## config.mk

```make
export PLATFORM = sky130hd
export DESIGN_NAME = feistel_round_engine
export DESIGN_NICKNAME = d
export VERILOG_FILES = /design/src/rtl/xr_pkg.sv /design/src/rtl/xr_subkey.sv /design/src/rtl/xr_round.sv /design/src/rtl/xr_ctrl.sv /design/src/rtl/feistel_round_engine.sv
export SDC_FILE = /design/constraint.sdc
export NUM_CORES = 1
export LEC_CHECK = 0
export ABC_AREA = 1
export BUFFER_PORTS_ARGS = -buffer_cell sky130_fd_sc_hd__clkbuf_2
export CORE_MARGIN = 10
export CORE_UTILIZATION = 25
export CTS_CLUSTER_SIZE = 16
export DETAILED_ROUTE_END_ITERATION = 6
export GPL_TIMING_DRIVEN = 0
export PLACE_DENSITY = 0.41
export REMOVE_ABC_BUFFERS = 1
export SLEW_MARGIN = 20
export SYNTH_ARGS = -nofsm -noshare
export SYNTH_HDL_FRONTEND = slang
export SYNTH_SLANG_ARGS = --single-unit
```

## constraint.sdc

```tcl
create_clock -name clk -period 8.4 [get_ports clk]
set_input_delay 0.84 -clock clk [delete_from_list [all_inputs] [get_ports clk]]
set_output_delay 0.84 -clock clk [all_outputs]
set_load 0.05 [all_outputs]
```

## src/rtl/xr_pkg.sv

```systemverilog
package xr_pkg;

  typedef enum logic {
    XR_IDLE = 1'b0,
    XR_RUN  = 1'b1
  } xr_state_e;

  localparam int unsigned XR_DEF_WORD  = 32;
  localparam int unsigned XR_DEF_NKEY  = 4;
  localparam int unsigned XR_DEF_ROUND = 32;
  localparam logic [31:0] XR_DEF_DELTA = 32'h9E37_79B9;

endpackage

```

## src/rtl/xr_subkey.sv

```systemverilog
module xr_subkey #(
  parameter int unsigned W    = 32,
  parameter int unsigned NKEY = 4,
  parameter int unsigned CW   = 5
) (
  input  logic [NKEY*W-1:0] key,
  input  logic [CW-1:0]     round_idx,
  output logic [W-1:0]      subkey
);

  localparam int unsigned IDXW = (NKEY > 1) ? $clog2(NKEY) : 1;

  logic [W-1:0]    words [NKEY];
  logic [IDXW-1:0] sel;

  for (genvar g = 0; g < NKEY; g++) begin : g_split
    assign words[g] = key[g*W +: W];
  end

  assign sel    = IDXW'(round_idx % NKEY);
  assign subkey = words[sel];

endmodule

```

## src/rtl/xr_round.sv

```systemverilog
module xr_round #(
  parameter int unsigned W     = 32,
  parameter int unsigned SHL   = 4,
  parameter int unsigned SHR   = 5,
  parameter logic [W-1:0] DELTA = 32'h9E37_79B9
) (
  input  logic [W-1:0] v0,
  input  logic [W-1:0] v1,
  input  logic [W-1:0] sum,
  input  logic [W-1:0] k,
  output logic [W-1:0] v0_nx,
  output logic [W-1:0] v1_nx,
  output logic [W-1:0] sum_nx
);

  function automatic logic [W-1:0] spread(input logic [W-1:0] x);
    return ((x << SHL) ^ (x >> SHR)) + x;
  endfunction

  logic [W-1:0] left_term;
  logic [W-1:0] right_term;

  always_comb begin
    left_term  = (k + sum) ^ spread(v1);
    v0_nx      = v0 + left_term;
    sum_nx     = sum + DELTA;
    right_term = (k + sum_nx) ^ spread(v0_nx);
    v1_nx      = v1 + right_term;
  end

endmodule

```

## src/rtl/xr_ctrl.sv

```systemverilog
module xr_ctrl
  import xr_pkg::*;
#(
  parameter int unsigned ROUNDS = 32,
  parameter int unsigned CW     = 5
) (
  input  logic          clk,
  input  logic          rst,
  input  logic          start,
  output logic          load,
  output logic          step,
  output logic [CW-1:0] round_idx,
  output logic          busy,
  output logic          done
);

  localparam logic [CW-1:0] LAST = CW'(ROUNDS - 1);

  xr_state_e     state_q;
  logic [CW-1:0] cnt_q;
  logic          done_q;
  logic          last;

  assign busy      = (state_q == XR_RUN);
  assign load      = start && !busy;
  assign step      = busy;
  assign last      = step && (cnt_q == LAST);
  assign round_idx = cnt_q;
  assign done      = done_q;

  always_ff @(posedge clk) begin
    if (rst) begin
      state_q <= XR_IDLE;
      cnt_q   <= '0;
      done_q  <= 1'b0;
    end else begin
      done_q <= last;
      if (load) begin
        state_q <= XR_RUN;
        cnt_q   <= '0;
      end else if (step) begin
        cnt_q <= cnt_q + 1'b1;
        if (last) state_q <= XR_IDLE;
      end
    end
  end

endmodule

```

## src/rtl/feistel_round_engine.sv

```systemverilog
module feistel_round_engine
  import xr_pkg::*;
#(
  parameter int unsigned  W      = XR_DEF_WORD,
  parameter int unsigned  NKEY   = XR_DEF_NKEY,
  parameter int unsigned  ROUNDS = XR_DEF_ROUND,
  parameter int unsigned  SHL    = 4,
  parameter int unsigned  SHR    = 5,
  parameter logic [W-1:0] DELTA  = XR_DEF_DELTA
) (
  input  logic              clk,
  input  logic              rst,
  input  logic              start,
  input  logic [2*W-1:0]    blk_in,
  input  logic [NKEY*W-1:0] key_in,
  output logic              busy,
  output logic              done,
  output logic [2*W-1:0]    blk_out
);

  localparam int unsigned CW = (ROUNDS > 1) ? $clog2(ROUNDS) : 1;

  logic              load;
  logic              step;
  logic [CW-1:0]     round_idx;
  logic [W-1:0]      v0_q, v1_q, sum_q;
  logic [NKEY*W-1:0] key_q;
  logic [W-1:0]      k_cur;
  logic [W-1:0]      v0_nx, v1_nx, sum_nx;

  xr_ctrl #(.ROUNDS(ROUNDS), .CW(CW)) u_ctrl (
    .clk       (clk),
    .rst       (rst),
    .start     (start),
    .load      (load),
    .step      (step),
    .round_idx (round_idx),
    .busy      (busy),
    .done      (done)
  );

  xr_subkey #(.W(W), .NKEY(NKEY), .CW(CW)) u_subkey (
    .key       (key_q),
    .round_idx (round_idx),
    .subkey    (k_cur)
  );

  xr_round #(.W(W), .SHL(SHL), .SHR(SHR), .DELTA(DELTA)) u_round (
    .v0     (v0_q),
    .v1     (v1_q),
    .sum    (sum_q),
    .k      (k_cur),
    .v0_nx  (v0_nx),
    .v1_nx  (v1_nx),
    .sum_nx (sum_nx)
  );

  always_ff @(posedge clk) begin
    if (rst) begin
      v0_q  <= '0;
      v1_q  <= '0;
      sum_q <= '0;
      key_q <= '0;
    end else if (load) begin
      v0_q  <= blk_in[W-1:0];
      v1_q  <= blk_in[2*W-1:W];
      sum_q <= '0;
      key_q <= key_in;
    end else if (step) begin
      v0_q  <= v0_nx;
      v1_q  <= v1_nx;
      sum_q <= sum_nx;
    end
  end

  assign blk_out = {v1_q, v0_q};

endmodule

```

==> qor.txt, run 1 <==
Core ar. -> 80800 um^2
P&R area growth vs syn -> 25.9%
Grt total ovfl -> 0
Share of cells above drive strength 1 -> 0.195
Worst path arrival time -> 8.42 ns
DRC errors left -> 0
DRT Wirelength -> 81.1 mm
Final min period -> 7.95 ns
Startpoint Class -> register
Buf+Inv Stages, Crit Path -> 6
Status -> completed
FF+latch count, synth -> 231
Via count -> 20445
GPL Wtd Cong -> 0.870
Final Skew -> 0.0129 ns
CTS buffer count -> 34
DIE AREA -> 93800 um^2
Setup TNS -> 0 ns
Worst setup margin -> 0.453 ns
Clock Tree Root -> clkbuf_16
Antenna-violating nets left -> 0
Nets@finish -> 3681
Synth top area share -> 0.226
Slowest cell on the critical path -> fa_1
Top FF cell, synth -> dfxtp_1
Die Height -> 306 um
WL per Instance -> 18.6 um
Num Clock Sinks -> 231
Avg Cell Area, Syn -> 6.76 um^2
Seq/Total Area, Yosys -> 0.226
Total GRT Usage -> 0.165
Initial Util -> 0.253
H-tree depth -> 2
Number of global-route vias before repair -> 20599
FFs w/ async S/R, synth -> 0
Setup violators final -> 0
Area leader, netlist -> dfxtp_1
IO Pins -> 261
Headroom to the max-slew limit -> 0.326
Final period utilization -> 0.946
FMAX -> 126 MHz
Count leader, synth -> nand2_1
Die X -> 306 um
Input/output buffers -> 260
Worst path top cell family by delay -> simple AND/OR/NAND/NOR gates
Met2 wire length -> 37.6 mm
Vias per cell -> 4.68
Dpl hpwl -> 63.5 mm
Cells after Synth -> 3030
Cell variety after synth -> 69
Worst Path Required -> 8.87 ns
Final Max Tran Viols -> 0
Post-synth EDFFs -> 0
Diode count -> 0
Mapped Area -> 20500 um^2
Clock buffer depth -> 3
CTS tree -> built
First-pass GRT wire length -> 121 mm
Crit end category -> register
Slew @ Worst Pin -> 1.00 ns
Most used cell, CP -> nand2_1
Core Rows -> 104
Crit path largest cell delay -> 0.43 ns
Pin count of the biggest net entering global routing -> 125
Place WS -> -2.04 ns
Worst-path clk slew -> 0.06 ns
Worst min path class -> reg2reg
Fin. Hold Viols -> 0
Most common library cells after synthesis -> 535 x nand2_1, 498 x nor2_1, 286 x o21ai_0
Worst skew pair latency -> 0.56 ns
RSZ-0062 raised after global routing -> true
Max-Cap Viols -> 0
Initial DRC Count -> 993
Pre-antenna DRT Iters -> 4
Initial antenna violation count -> 0
Top cells by area, synth -> dfxtp_1 23%, ha_1 12%, nand2_1 9.8%
Max Fanout on Critical Path -> 33
Syn. warnings -> 0
Top Metal Used -> met4
WL met1 -> 39.0 mm
Setup CP Type -> reg2reg
Detail Route met3 WL -> 2.71 mm
==> stage by stage <==
stage	hold slack, ns	instances	cell area (um^2)	util
after global routing	0.489	4365	25800	0.319
final	0.468	4365	25800	0.319
after detailed placement	0.463	4264	23100	0.286
after CTS	0.468	4337	24700	0.306
after floorplan	0.445	2928	20100	-
after global placement	0.457	4248	22700	0.281
==> worst min-delay path: stages, from the launching register on <==
cell	delay [ns]
dfxtp_1	0.31
nand2_1	0.06
a21oi_1	0.05
==> layout by cell type (no fill, tap or decap), drive strengths merged, types with 2 or more instances in the layout <==
cell type  instances
nor4              10
o21ai            320
nor2             506
a31oi             65
o22ai             32
clkinv             9
ha               198
inv              246
nor3              21
or2                9
and3               2
fa                 6
a22o               3
nand2            567
xor2             197
a21oi            254
a211oi             2
o221ai             7
o21bai            12
o211ai            11
clkbuf           308
buf               54
o21a               5
nand4             15
clkinvlp           5
a31o               3
xnor2             85
dfxtp            231
o31ai              2
nand3             87
a21boi            12
a21o              10
==> layer usage <==
layer,vias to the layer above,global-route usage
li1,10599,-
met1,9425,0.220
met2,335,0.276
met3,86,0.0213
met4,0,0.0422
met5,-,0
==> state kept, by name, summed over array words and instances, names as in the netlist <==
name and flops:
sum_q 32, u_ctrl.done 1, v0_q 32, key_q 128
u_ctrl.round_idx 5, v1_q 32, u_ctrl.busy 1
==> final timing paths <==
path / endpoint / cells past startpoint / slack, ns / startpoint
max reg2reg: v1_q[30] / 46 / 0.45 / u_ctrl.round_idx[0]
min: u_ctrl.round_idx[4] / 2 / 0.47 / u_ctrl.round_idx[4]
min reg2reg: u_ctrl.round_idx[4] / 2 / 0.47 / u_ctrl.round_idx[4]
max: v1_q[30] / 46 / 0.45 / u_ctrl.round_idx[0]
==> cell families after synthesis <==
group                      synth area share
buffers and inverters                0.0660
adders and majority gates             0.127
AOI/OAI and AO/OA                     0.210
and+or+nand+nor                       0.245
xor gates and xnor gates              0.126
DFF                                   0.226
==> cell type report <==
| cell class | instances | area (um^2) |
|---|---|---|
| Clock buffer | 46 | 997 |
| Clock inverter | 13 | 104 |
| Fill cell | 8973 | 55000 |
| Inverter | 246 | 967 |
| Multi-Input combinational cell | 2451 | 15700 |
| Sequential cell | 231 | 4640 |
| Tap cell | 1060 | 1330 |
| Timing Repair Buffer | 317 | 2070 |
| Timing Repair inverter | 1 | 11.3 |
==> what timing repair did <==
item / 4_1_cts / 5_1_grt
pin swaps: 13 / 44
buffers inserted: 13 / 25
endpoints found under the setup margin: 19 / 15
gates resized for setup: 65 / 140
hold buffers: 0 / 0
gates cloned: 1 / 3
Power of run 1 is left out: the tool's default activity adds up to more than one toggle a clock period on the data nets, which glitch-free logic cannot reach.
==> run 2, diff against run 1 <==
BUFFER_PORTS_ARGS = not set   (was -buffer_cell sky130_fd_sc_hd__clkbuf_2)
DONT_BUFFER_PORTS = 1   (was not set)
PLACE_DENSITY = 0.38   (was 0.41)
==> run 2 against run 1 <==
Die area unchanged. Count of clock-buffer cells in the layout unchanged. Fmax down 1.0%. Worst hold slack worse by 0.11 ns. Cell count down 5.6%. Sequential share of layout area up 0.83 points. Wire length up 1.8%. Critical path type unchanged. Non-clock buffer count down 243. Utilization down 1.3 points.
==> qor.txt, run 2 (synthesis results as in run 1) <==
Share of cells above drive strength 1 -> 0.143
Area of the multi-input gates -> 15800 um^2
Register area -> 4650 um^2
FILL cells -> 8782
IO Pins -> 261
Clock buffer depth -> 3
Initial antenna violation count -> 2
Max-Cap Viols -> 0
GPL Wtd Cong -> 0.911
Worst path arrival time -> 8.52 ns
Initial Util -> 0.253
Max Fanout on Critical Path -> 8
Pre-antenna DRT Iters -> 5
DRC errors left -> 0
Startpoint Class -> register
Crit path largest cell delay -> 0.46 ns
Slowest cell on the critical path -> ha_2
Final period utilization -> 0.956
P&R area growth vs syn -> 20.8%
Post-Layout Cell Count -> 4121
FMAX -> 125 MHz
Max FFs per register -> 128
Design Area, Final -> 24700 um^2
Commonest non-fill, non-tap cells in the layout -> 530 x nand2_1, 488 x nor2_1, 271 x o21ai_0
Headroom to the max-slew limit -> 0.315
Largest reg by FF count -> key_q
WL per Instance -> 20.0 um
Final Skew -> 0.0231 ns
Most used cell, CP -> nand2_1
Grt total ovfl -> 0
Fin. Hold Viols -> 0
Dpl hpwl -> 64.1 mm
Setup violators final -> 0
Status -> completed
Num Clock Sinks -> 231
Final min period -> 8.03 ns
Setup CP Type -> reg2reg
CTS tree -> built
Crit end category -> register
Core ar. -> 80800 um^2
Total GRT Usage -> 0.167
Worst min path class -> in2reg
Hold slack -> 0.355 ns
H-tree depth -> 2
Clock Tree Root -> clkbuf_16
Worst-path clk slew -> 0.06 ns
Post-Place Cell Area -> 21700 um^2
Initial DRC Count -> 974
Final core utilization -> 0.306
Slew @ Worst Pin -> 1.03 ns
Final Max Tran Viols -> 0
Most common cell after layout, fill and taps aside -> nand2_1
Via count -> 20002
Hold Buf Count CTS -> 0
DIE AREA -> 93800 um^2
Input/output buffers -> 0
Core Rows -> 104
First-pass GRT wire length -> 122 mm
DRT Wirelength -> 82.5 mm
Worst skew pair latency -> 0.57 ns
Die X -> 306 um
Worst Path Required -> 8.89 ns
Number of global-route vias before repair -> 20002
Antenna-violating nets left -> 0
CTS buffer count -> 34
Vias per cell -> 4.85
Pin count of the biggest net entering global routing -> 115
Nets@finish -> 3437
Die Height -> 306 um
Dpl cells -> 4002
==> run 2: cell types whose count changed in the layout (fill, tap and decap cells not counted), moves of 8 or more <==
cell | previous run | this run
a21oi_2 | 19 | 27
buf_4 | 35 | 52
clkbuf_2 | 259 | 0
dfxtp_1 | 228 | 215
dfxtp_2 | 0 | 13
==> run 2: worst max-delay path, delay by kind of cell (launching register included) <==
| family | cells | cell delay (ns) |
|---|---|---|
| flops | 1 | 0.36 |
| compound gates | 13 | 2.00 |
| buf+inv | 6 | 0.73 |
| fa+ha+maj | 5 | 1.76 |
| simple gates | 14 | 2.17 |
| xor+xnor | 5 | 0.91 |
==> run 2: final cells by class <==
| class | count | share of cell area |
|---|---|---|
| timing repair buffer | 74 | 0.0358 |
| sequential | 231 | 0.188 |
| tap | 1060 | 0.0536 |
| clock inverter | 11 | 0.00571 |
| inverter | 246 | 0.0386 |
| clock buffer | 46 | 0.0390 |
| multi-input combinational | 2451 | 0.639 |
| antenna | 2 | 0.000202 |
==> run 2: timing repair <==
action / in CTS / in global routing
pin swaps: 23 / 67
cloned: 1 / 3
setup endpoints to repair: 18 / 12
setup buffers: 18 / 38
resized for setup: 100 / 149
==> run 2: per-layer routing <==
layer,global-route usage,vias up,share of wire
met3,0.0297,98,0.048
met2,0.286,429,0.47
li1,-,10111,-
met4,0.0455,2,0.026
met1,0.213,9362,0.45
met5,0,-,0.00012
==> run 2: through the flow <==
step	setup WS, ns	setup TNS [ns]
2_1_floorplan	-1.41	-145.79
3_3_place_gp	-10.81	-1955.45
3_5_place_dp	-1.97	-20.18
4_1_cts	0.00864	0
5_1_grt	-0.0605	-0.116
6_report	0.369	0
==> run 2: worst paths after layout <==
kind                       startpoint                   to  slack [ns]  depth (start not counted)
hold reg to reg   u_ctrl.round_idx[4]  u_ctrl.round_idx[4]        0.47                          2
setup / recovery  u_ctrl.round_idx[1]             v1_q[30]        0.37                         43
hold / removal                    rst              v1_q[6]        0.36                          1
setup reg to reg  u_ctrl.round_idx[1]             v1_q[30]        0.37                         43
Power of run 2 is left out for the same reason.
==> run 3, diff against run 2 <==
CORE_UTILIZATION = 35   (was 25)
PLACE_DENSITY = 0.49   (was 0.38)
==> run 3 against run 2 <==
The flow now finishes with violations (DRC). Global-route usage is 4.1 points higher. Wire length fell by 8.2%. Worst hold slack got worse by 0.062 ns. Critical path depth decreased by 1. Sequential share of layout area increased by 0.59 points. First-iteration DRC count rose by 24%. Via count decreased by 0.98%. Count of clock-buffer cells in the layout fell by 2. Cell count shrank 7.8%.
==> qor.txt, run 3 (synthesis results as in run 1) <==
Fin. Hold Viols -> 0
Final period utilization -> 0.950
Total GRT Usage -> 0.209
IO Pins -> 261
Worst-path clk slew -> 0.07 ns
DIE AREA -> 68600 um^2
DRC errors left -> 1
Share of cells above drive strength 1 -> 0.132
Initial antenna violation count -> 0
Clock Tree Root -> clkbuf_16
Vias per cell -> 5.21
Final Max Tran Viols -> 0
DRT Wirelength -> 75.7 mm
Crit path largest cell delay -> 0.38 ns
Pre-antenna DRT Iters -> 7
CTS buffer count -> 29
Most common cell after layout, fill and taps aside -> nand2_1
Final Skew -> 0.0536 ns
Pin count of the biggest net entering global routing -> 121
Worst skew pair latency -> 0.63 ns
Slew @ Worst Pin -> 0.974 ns
GPL Wtd Cong -> 0.923
FMAX -> 125 MHz
Max-Cap Viols -> 0
Critical R2R Capture -> v1_q[30]
Setup violators final -> 0
Die X -> 262 um
Failing checks -> DRC
Headroom to the max-slew limit -> 0.349
Num Clock Sinks -> 231
Slowest cell on the critical path -> ha_1
Worst Path Required -> 8.96 ns
Antenna-violating nets left -> 0
Initial Util -> 0.354
Largest reg by FF count -> key_q
Worst hold path startpoint -> rst
Most used cell, CP -> nand2_1
Max Fanout on Critical Path -> 34
Final min period -> 7.98 ns
FILL cells -> 6047
Status -> finished, violations left
Worst min path class -> in2reg
Hold Buf Count CTS -> 0
Number of global-route vias before repair -> 19294
Initial DRC Count -> 1209
Startpoint Class -> register
Core Rows -> 88
Worst path arrival time -> 8.54 ns
Hold path depth -> 1
Setup CP Type -> reg2reg
Nets@finish -> 3411
Grt total ovfl -> 0
First-pass GRT wire length -> 112 mm
Reg2Reg Setup Slack -> 0.42 ns
Worst setup margin -> 0.420 ns
Worst path top cell family by delay -> compound AO/OA/AOI/OAI gates
H-tree depth -> 1
Via count -> 19806
R2r worst-path depth -> 42
Commonest non-fill, non-tap cells in the layout -> 529 x nand2_1, 487 x nor2_1, 274 x o21ai_0
Buf+Inv Stages, Crit Path -> 5
Worst Hold Path EP -> v1_q[2]
Input/output buffers -> 0
Die Height -> 262 um
Place WS -> -1.94 ns
Diode count -> 0
Dpl hpwl -> 59.3 mm
Crit end category -> register
P&R area growth vs syn -> 17.1%
Final core utilization -> 0.415
Clock buffer depth -> 3
FF-to-FF Start -> u_ctrl.round_idx[1]
WL per Instance -> 19.9 um
Core ar. -> 57800 um^2
CTS tree -> built
Max FFs per register -> 128
## run 3: worst max path at each step
stage	slack (ns)	from	cells past startpoint	end
floorplan	-1.41	u_ctrl.busy	4	v1_q[13]
global placement	-9.62	u_ctrl.busy	4	key_q[118]
detailed placement	-1.94	u_ctrl.round_idx[0]	44	v1_q[28]
CTS	-0.01	u_ctrl.round_idx[0]	49	v1_q[31]
global route	-0.09	u_ctrl.round_idx[0]	46	v1_q[31]
finish	0.42	u_ctrl.round_idx[1]	42	v1_q[30]
## run 3: final cells by class
cell class / count / area (um^2) / area share
clock buffer: 44 / 872 / 0.0364
clock inverter: 10 / 123 / 0.00511
inverter: 246 / 970 / 0.0404
multi-input combinational: 2451 / 15700 / 0.656
sequential: 231 / 4650 / 0.194
tap: 765 / 957 / 0.0399
timing repair buffer: 52 / 673 / 0.0281
timing repair inverter: 1 / 11.3 / 0.000469
## run 3: metal layers
metal  track usage  routed length [um]  vias to the layer above
met1         0.278               34400                     9226
met4        0.0554                1800                        0
met2         0.349               35400                      451
met3        0.0276                4160                       74
met5             0                   0                        -
li1              -                   -                    10055
## run 3: through the flow
stage | cell area [um^2] | hold WS [ns] | std cells | setup TNS (ns)
global placement | 21000 | 0.452 | 3693 | -1702.86
CTS | 22800 | 0.264 | 3769 | -0.0104
global route | 24000 | 0.260 | 3800 | -0.247
finish | 24000 | 0.293 | 3800 | 0
detailed placement | 21300 | 0.466 | 3706 | -21.94
floorplan | 20100 | 0.445 | 2928 | -145.79
## run 3: timing repair
action                                  in CTS  in global routing
buffers inserted                             9                 27
pin swaps                                   12                 53
gates resized for setup                     69                169
cloned                                       0                  4
endpoints found under the setup margin      19                 13
Power of run 3 is left out for the same reason.
